--- config.mk ---
export PLATFORM = sky130hd
export DESIGN_NAME = fwt_ctl
export DESIGN_NICKNAME = d
export VERILOG_FILES = /design/src/rtl/fwt_pkg.sv /design/src/rtl/fwt_seq.sv /design/src/rtl/fwt_offset.sv /design/src/rtl/fwt_stall_mon.sv /design/src/rtl/fwt_ctl.sv
export SDC_FILE = /design/constraint.sdc
export NUM_CORES = 1
export LEC_CHECK = 0
export BUFFER_PORTS_ARGS = -buffer_cell sky130_fd_sc_hd__clkbuf_2
export CORE_MARGIN = 8
export CORE_UTILIZATION = 45
export CTS_BUF_LIST = sky130_fd_sc_hd__clkbuf_16
export DETAILED_ROUTE_END_ITERATION = 8
export PLACE_DENSITY = 0.71
export SYNTH_ARGS = -nofsm -noshare
export SYNTH_HDL_FRONTEND = slang
export SYNTH_HIERARCHICAL = 1
export SYNTH_SLANG_ARGS = --single-unit
--- constraint.sdc ---
create_clock -name clk -period 6.1 [get_ports clk]
set_input_delay 0.915 -clock clk [delete_from_list [all_inputs] [get_ports clk]]
set_output_delay 0.915 -clock clk [all_outputs]
set_load 0.005 [all_outputs]
--- src/rtl/fwt_pkg.sv ---
package fwt_pkg;
    typedef enum logic [1:0] {
        ST_IDLE     = 2'd0,
        ST_THROTTLE = 2'd1,
        ST_HOLD     = 2'd2,
        ST_STREAM   = 2'd3
    } fwt_state_e;
endpackage

--- src/rtl/fwt_seq.sv ---
module fwt_seq
    import fwt_pkg::*;
#(
    parameter int BLOCK_BEATS = 8,
    parameter int SPACE_W     = 8
) (
    input  logic               clk,
    input  logic               rst_n,
    input  logic               fw_req,
    input  logic               beat_vld,
    input  logic [SPACE_W-1:0] buf_space,
    output logic               tgt_rdy,
    output logic               disc,
    output logic               active
);
    localparam int CNT_W = (BLOCK_BEATS > 1) ? $clog2(BLOCK_BEATS) : 1;
    localparam logic [CNT_W-1:0] LAST_IDX = CNT_W'(BLOCK_BEATS - 1);

    fwt_state_e       state_q, state_d;
    logic [CNT_W-1:0] blk_cnt_q;
    logic             space_ok;
    logic             accept;
    logic             blk_last;

    assign space_ok = (int'(buf_space) >= BLOCK_BEATS);
    assign accept   = beat_vld && tgt_rdy;
    assign blk_last = (blk_cnt_q == LAST_IDX);

    // state register
    always_ff @(posedge clk or negedge rst_n) begin
        if (!rst_n) state_q <= ST_IDLE;
        else        state_q <= state_d;
    end

    // beat position inside the current block
    always_ff @(posedge clk or negedge rst_n) begin
        if (!rst_n)
            blk_cnt_q <= '0;
        else if (state_q == ST_IDLE || !fw_req)
            blk_cnt_q <= '0;
        else if (accept)
            blk_cnt_q <= blk_last ? '0 : blk_cnt_q + 1'b1;
    end

    // next state
    always_comb begin
        state_d = state_q;
        if (state_q != ST_IDLE && !fw_req) begin
            state_d = ST_IDLE;
        end else begin
            unique case (state_q)
                ST_IDLE:     if (fw_req) state_d = ST_THROTTLE;
                ST_THROTTLE: begin
                    if (space_ok) state_d = (accept && blk_last) ? ST_THROTTLE : ST_STREAM;
                    else          state_d = ST_HOLD;
                end
                ST_HOLD: begin
                    if (space_ok) state_d = (accept && blk_last) ? ST_THROTTLE : ST_STREAM;
                    else          state_d = ST_IDLE;
                end
                ST_STREAM:   if (accept && blk_last) state_d = ST_THROTTLE;
                default:     state_d = ST_IDLE;
            endcase
        end
    end

    // outputs
    always_comb begin
        tgt_rdy = 1'b0;
        disc    = 1'b0;
        unique case (state_q)
            ST_IDLE:     tgt_rdy = 1'b0;
            ST_THROTTLE: tgt_rdy = space_ok;
            ST_HOLD: begin
                tgt_rdy = space_ok;
                disc    = !space_ok && fw_req;
            end
            ST_STREAM:   tgt_rdy = 1'b1;
            default:     tgt_rdy = 1'b0;
        endcase
    end

    assign active = (state_q != ST_IDLE);

    // no third consecutive low-ready cycle inside a transfer
    assert_two_wait_cap_R4: assert property (@(posedge clk) disable iff (!rst_n)
        (active && !tgt_rdy) ##1 (active && !tgt_rdy) |=> !(active && !tgt_rdy));

    // disconnect only when space is short, and never with ready high
    assert_disc_short_R4: assert property (@(posedge clk) disable iff (!rst_n)
        disc |-> (int'(buf_space) < BLOCK_BEATS) && !tgt_rdy);

    // the cycle after a disconnect is idle
    assert_disc_then_idle_R4: assert property (@(posedge clk) disable iff (!rst_n)
        disc |=> !active && !tgt_rdy);

    // dropping the request ends the transfer
    assert_req_drop_R10: assert property (@(posedge clk) disable iff (!rst_n)
        !fw_req |=> !active);
endmodule

--- src/rtl/fwt_offset.sv ---
module fwt_offset #(
    parameter int DATA_BYTES = 8,
    parameter int OFF_W      = 16
) (
    input  logic             clk,
    input  logic             rst_n,
    input  logic             fw_req,
    input  logic             beat_vld,
    input  logic             tgt_rdy,
    input  logic             disc,
    output logic [OFF_W-1:0] resume_off
);
    localparam logic [OFF_W-1:0] STEP = OFF_W'(DATA_BYTES);

    always_ff @(posedge clk or negedge rst_n) begin
        if (!rst_n)
            resume_off <= '0;
        else if (!fw_req)
            resume_off <= '0;
        else if (beat_vld && tgt_rdy)
            resume_off <= resume_off + STEP;
    end

    // each accepted beat moves the offset by one data width
    assert_off_step_R6: assert property (@(posedge clk) disable iff (!rst_n)
        (fw_req && beat_vld && tgt_rdy) |=> resume_off == $past(resume_off) + STEP);

    // offset held over a disconnect while the request remains
    assert_off_hold_R7: assert property (@(posedge clk) disable iff (!rst_n)
        (disc && fw_req) |=> $stable(resume_off));

    // no pending transfer clears the offset
    assert_off_clear_R8: assert property (@(posedge clk) disable iff (!rst_n)
        !fw_req |=> resume_off == '0);
endmodule

--- src/rtl/fwt_stall_mon.sv ---
module fwt_stall_mon (
    input  logic clk,
    input  logic rst_n,
    input  logic active,
    input  logic tgt_rdy,
    output logic stall_err
);
    logic [1:0] low_run_q;
    logic       stalled;

    assign stalled = active && !tgt_rdy;

    always_ff @(posedge clk or negedge rst_n) begin
        if (!rst_n)
            low_run_q <= 2'd0;
        else if (stalled)
            low_run_q <= (low_run_q == 2'd2) ? 2'd2 : low_run_q + 2'd1;
        else
            low_run_q <= 2'd0;
    end

    assign stall_err = stalled && (low_run_q == 2'd2);

    // the flag never rises on a conforming controller
    assert_no_long_stall_R9: assert property (@(posedge clk) disable iff (!rst_n)
        !stall_err);
endmodule

--- src/rtl/fwt_ctl.sv ---
module fwt_ctl #(
    parameter int BLOCK_BEATS = 8,
    parameter int DATA_BYTES  = 8,
    parameter int SPACE_W     = 8,
    parameter int OFF_W       = 16
) (
    input  logic               clk,
    input  logic               rst_n,
    input  logic               fw_req,
    input  logic               beat_vld,
    input  logic [SPACE_W-1:0] buf_space,
    output logic               tgt_rdy,
    output logic               disc,
    output logic [OFF_W-1:0]   resume_off,
    output logic               stall_err
);
    logic active;

    fwt_seq #(
        .BLOCK_BEATS (BLOCK_BEATS),
        .SPACE_W     (SPACE_W)
    ) seq_i (
        .clk       (clk),
        .rst_n     (rst_n),
        .fw_req    (fw_req),
        .beat_vld  (beat_vld),
        .buf_space (buf_space),
        .tgt_rdy   (tgt_rdy),
        .disc      (disc),
        .active    (active)
    );

    fwt_offset #(
        .DATA_BYTES (DATA_BYTES),
        .OFF_W      (OFF_W)
    ) off_i (
        .clk        (clk),
        .rst_n      (rst_n),
        .fw_req     (fw_req),
        .beat_vld   (beat_vld),
        .tgt_rdy    (tgt_rdy),
        .disc       (disc),
        .resume_off (resume_off)
    );

    fwt_stall_mon mon_i (
        .clk       (clk),
        .rst_n     (rst_n),
        .active    (active),
        .tgt_rdy   (tgt_rdy),
        .stall_err (stall_err)
    );

    // nothing is driven while no transfer is pending
    assert_idle_quiet_R1: assert property (@(posedge clk) disable iff (!rst_n)
        (!fw_req && !active) |-> !tgt_rdy && !disc);
endmodule

==> reports/qor_table.md <==
| Quantity | This run |
| --- | --- |
| Synthesis Warnings | 6 |
| Number of cells on the worst reg-to-reg path | 7 |
| Core Util, Final | 0.546 |
| Worst path setup slack after routing | 2.83 ns |
| Std-Cell Rows | 19 |
| Total iterations of the first detailed-routing run | 4 |
| Post-placement setup slack | 2.82 ns |
| Standard cell core area | 0.00269 mm2 |
| Leakage Power | 0.709 nW |
| Count of port buffers added during placement | 24 |
| Share of the synthesized area in the top cell type | 0.405 |
| Final design area excluding fillers | 0.00147 mm2 |
| Kind of capture point of the worst setup path | primary output |
| Outcome | completed |
| Instance area at placement | 0.00136 mm2 |
| Aggregate global routing overflow | 0 |
| Fraction of layout instances using a drive strength above 1 | 0.221 |
| Width of the die | 68.4 um |
| Initial Utilization | 0.460 |
| Top area cells in the synthesized netlist | sky130_fd_sc_hd__dfrtp_1 (40%), sky130_fd_sc_hd__ha_1 (9.1%), sky130_fd_sc_hd__mux2i_1 (4.9%), sky130_fd_sc_hd__nand2_1 (4.6%), sky130_fd_sc_hd__a21oi_1 (4.0%) |
| Via density | 5.54 |
| Number of instances resized during post-cts repair | 0 |
| Hold Crit Depth | 2 |
| Remaining DRCs | 0 |
| Cell at the root of the clock tree | sky130_fd_sc_hd__clkbuf_16 |
| Met3 wire length | 157 um |
| Clock buffer depth | 2 |
| WL/cell | 14.7 um |
| Clock Latency Late Sink | 0.26 ns |
| Number of pins exceeding their max-slew limit in the final report | 0 |
| Overall power consumption | 0.486 mW |
| Clock tree skew after final layout | 0.00318 ns |
| Synthesized netlist cell count | 130 |
| Worst-Margin Slew | 0.536 ns |
| Via count of the first global-routing pass | 1015 |
| Weighted congestion reported at the end of routability-driven placement | 0.726 |
| Clock Sinks | 20 |
| Syn Area/Cell | 9.51 um2 |
| Max Clock Freq | 0.306 GHz |
| Shortest clock period the worst path allows after layout | 3.27 ns |
| EDFF count, synth | 0 |
| Final ANT Viol Nets | 0 |
| Number of antenna diodes | 0 |
| Flip-flop cell with the highest count after synthesis | sky130_fd_sc_hd__dfrtp_1 |
| Final worst path period share | 0.536 |
| # Max-Cap Violations | 0 |
| Clock tree from TritonCTS | done |
| Total number of nets in the final design | 176 |
| Final hold violations | 0 |
| Type of the tightest min-delay check | reg -> reg |
| Post-CTS Hold Fix Bufs | 0 |
| Minimum hold slack | 0.538 ns |
| Setup repair bufs after CTS | 0 |
| Combined area of all synthesized cells | 0.00124 mm2 |
| Arrival @ worst endpoint | 2.36 ns |
| Count of pins on the block boundary | 31 |
| Initial DRC count | 57 |
| Clock slew at the register clock pins of the worst setup and hold paths | 0.06 ns |
| Non-filler instance count after layout | 185 |
| Pwr dens | 331 mW/mm2 |
| Post-synthesis sequential element count | 20 |
| Summed negative setup slack over all endpoints | 0 ns |
| Async S/R FF share, synth | 1.00 |
| Total Routed Length | 2720 um |
| Final setup fails | 0 |
| Number of antenna violations at the first check in global routing | 0 |
| Sequential share of the synthesized area | 0.405 |
| Detail Route met2 WL | 1280 um |
| Die outline height | 68.4 um |
| Type of the setup path with the least slack | in -> out |
| Routed vias | 1024 |
| Top cell type by total area after synthesis | sky130_fd_sc_hd__dfrtp_1 |
| Rel. slew slack | 0.641 |
| Total instance count after detailed placement | 181 |
| Met1 wire length | 1230 um |
| Global-route wire length before repair | 4580 um |
| Post-DP HPWL | 2040 um |
| Pin count of the biggest net entering global routing | 21 |
| Setup repair after global routing missed its margin | no |
| H-tree depth | 1 |
| Die Footprint | 0.00468 mm2 |
| Total global-route track usage | 0.129 |
| Worst-case register-to-register setup slack | 3.63 ns |
| Number of library cell types mapped by synthesis | 35 |
| Required time at the endpoint of the critical path | 5.18 ns |
| Max Fanout on Critical Path | 8 |
| Worst voltage drop across the vdd grid | 0.179 mV |
| Top layer reached by signal wires | met4 |
| Kind of start point of the critical path | input pin |
| Clock buffers created by TritonCTS | 3 |
| Synthesis-to-finish area growth | 18.6% |
[worst max-delay path, stage by stage]
cell	delay (ns)
sky130_fd_sc_hd__clkbuf_2	0.07
sky130_fd_sc_hd__or2_1	0.23
sky130_fd_sc_hd__or4_4	0.46
sky130_fd_sc_hd__a21oi_1	0.17
sky130_fd_sc_hd__nor2_1	0.15
sky130_fd_sc_hd__and3b_1	0.26
sky130_fd_sc_hd__clkbuf_2	0.11
[cell type report]
class | count | area [um2]
multi-input cells | 96 | 664
flip-flops and latches | 20 | 500
clock buffers | 3 | 75.1
repair buffers | 24 | 120
well taps | 31 | 38.8
fillers | 251 | 1220
clock inverters | 1 | 30.0
inverters | 10 | 37.5
[layer usage]
| layer | GRT usage | vias up |
|---|---|---|
| met2 | 0.206 | 26 |
| met4 | 0.0972 | 0 |
| li1 | - | 506 |
| met5 | 0 | - |
| met3 | 0.0327 | 4 |
| met1 | 0.145 | 488 |
[cells in the mapped netlist, drive strengths merged, types with 3 or more instances]
master  count
buf         4
inv        10
o21ai       7
nand4       3
a21oi      10
mux2i       6
or3         4
ha          9
or4         5
dfrtp      20
nor2        5
o31ai       4
nand3       5
nand2      15
nor4        3
and3b       3
[kinds of logic (layout without fill, tap and decap cells)]
| logic type | after synthesis | count (layout) | share of synthesized area |
|---|---|---|---|
| compound gates | 27 | 27 | 0.144 |
| xor+xnor | 2 | 2 | 0.0142 |
| fa+ha+maj | 9 | 9 | 0.0911 |
| buf+inv | 16 | 38 | 0.0638 |
| flops | 20 | 20 | 0.405 |
| mux | 6 | 6 | 0.0486 |
| other cells | 1 | 3 | 0.00303 |
| simple gates | 49 | 49 | 0.231 |
[final timing paths]
kind | start | endpoint
worst max-delay path | buf_space[7] | stall_err
worst min-delay path | seq_i/blk_cnt_q[1]$_DFFE_PN0P_ | seq_i/blk_cnt_q[1]$_DFFE_PN0P_
worst max register to register | seq_i/state_q[0]$_DFFE_PN0P_ | off_i/resume_off[13]$_DFFE_PN0P_
worst min register to register | seq_i/blk_cnt_q[1]$_DFFE_PN0P_ | seq_i/blk_cnt_q[1]$_DFFE_PN0P_
max in group asynchronous | rst_n | mon_i/low_run_q[0]$_DFF_PN0_
min in group asynchronous | rst_n | off_i/resume_off[8]$_DFFE_PN0P_
[state kept, by name (all words and copies together) (netlist names)]
signal / cells
seq_i/blk_cnt_q: 3
off_i/resume_off: 13
seq_i/state_q: 2
mon_i/low_run_q: 2
[power by group]
group | leakage (nW) | total (mW) | internal [mW] | switching, mW
logic | 0.383 | 0.138 | 0.0573 | 0.0808
registers | 0.274 | 0.164 | 0.149 | 0.0154
clock network | 0.0511 | 0.183 | 0.130 | 0.0530
total | 0.709 | 0.486 | 0.336 | 0.149
[cells in the final DEF (no fill, tap or decap)]
master	count
sky130_fd_sc_hd__o211ai_1	1
sky130_fd_sc_hd__xor2_1	1
sky130_fd_sc_hd__o31ai_1	4
sky130_fd_sc_hd__nor4_1	3
sky130_fd_sc_hd__or4_4	1
sky130_fd_sc_hd__conb_1	3
sky130_fd_sc_hd__nand2_1	15
sky130_fd_sc_hd__o41ai_1	1
sky130_fd_sc_hd__and3_1	1
sky130_fd_sc_hd__nand3_2	1
sky130_fd_sc_hd__or3_1	4
sky130_fd_sc_hd__xnor2_1	1
sky130_fd_sc_hd__or2_1	1
sky130_fd_sc_hd__mux2i_1	6
sky130_fd_sc_hd__dfrtp_1	20
sky130_fd_sc_hd__ha_1	9
sky130_fd_sc_hd__a21oi_1	10
sky130_fd_sc_hd__o21a_2	1
sky130_fd_sc_hd__nand4_2	2
sky130_fd_sc_hd__a32o_1	1
sky130_fd_sc_hd__or4_1	4
sky130_fd_sc_hd__o21ai_4	1
sky130_fd_sc_hd__clkbuf_16	3
sky130_fd_sc_hd__and3b_1	3
sky130_fd_sc_hd__a21boi_1	1
sky130_fd_sc_hd__o21ai_0	6
sky130_fd_sc_hd__a2bb2oi_1	1
sky130_fd_sc_hd__clkbuf_2	24
sky130_fd_sc_hd__nand2b_1	2
sky130_fd_sc_hd__inv_1	10
sky130_fd_sc_hd__bufinv_16	1
sky130_fd_sc_hd__nand3_1	4
sky130_fd_sc_hd__nor2b_1	2
sky130_fd_sc_hd__nand4_1	1
sky130_fd_sc_hd__nor2_1	5
No activity file was read; power rests on OpenSTA's default activity.
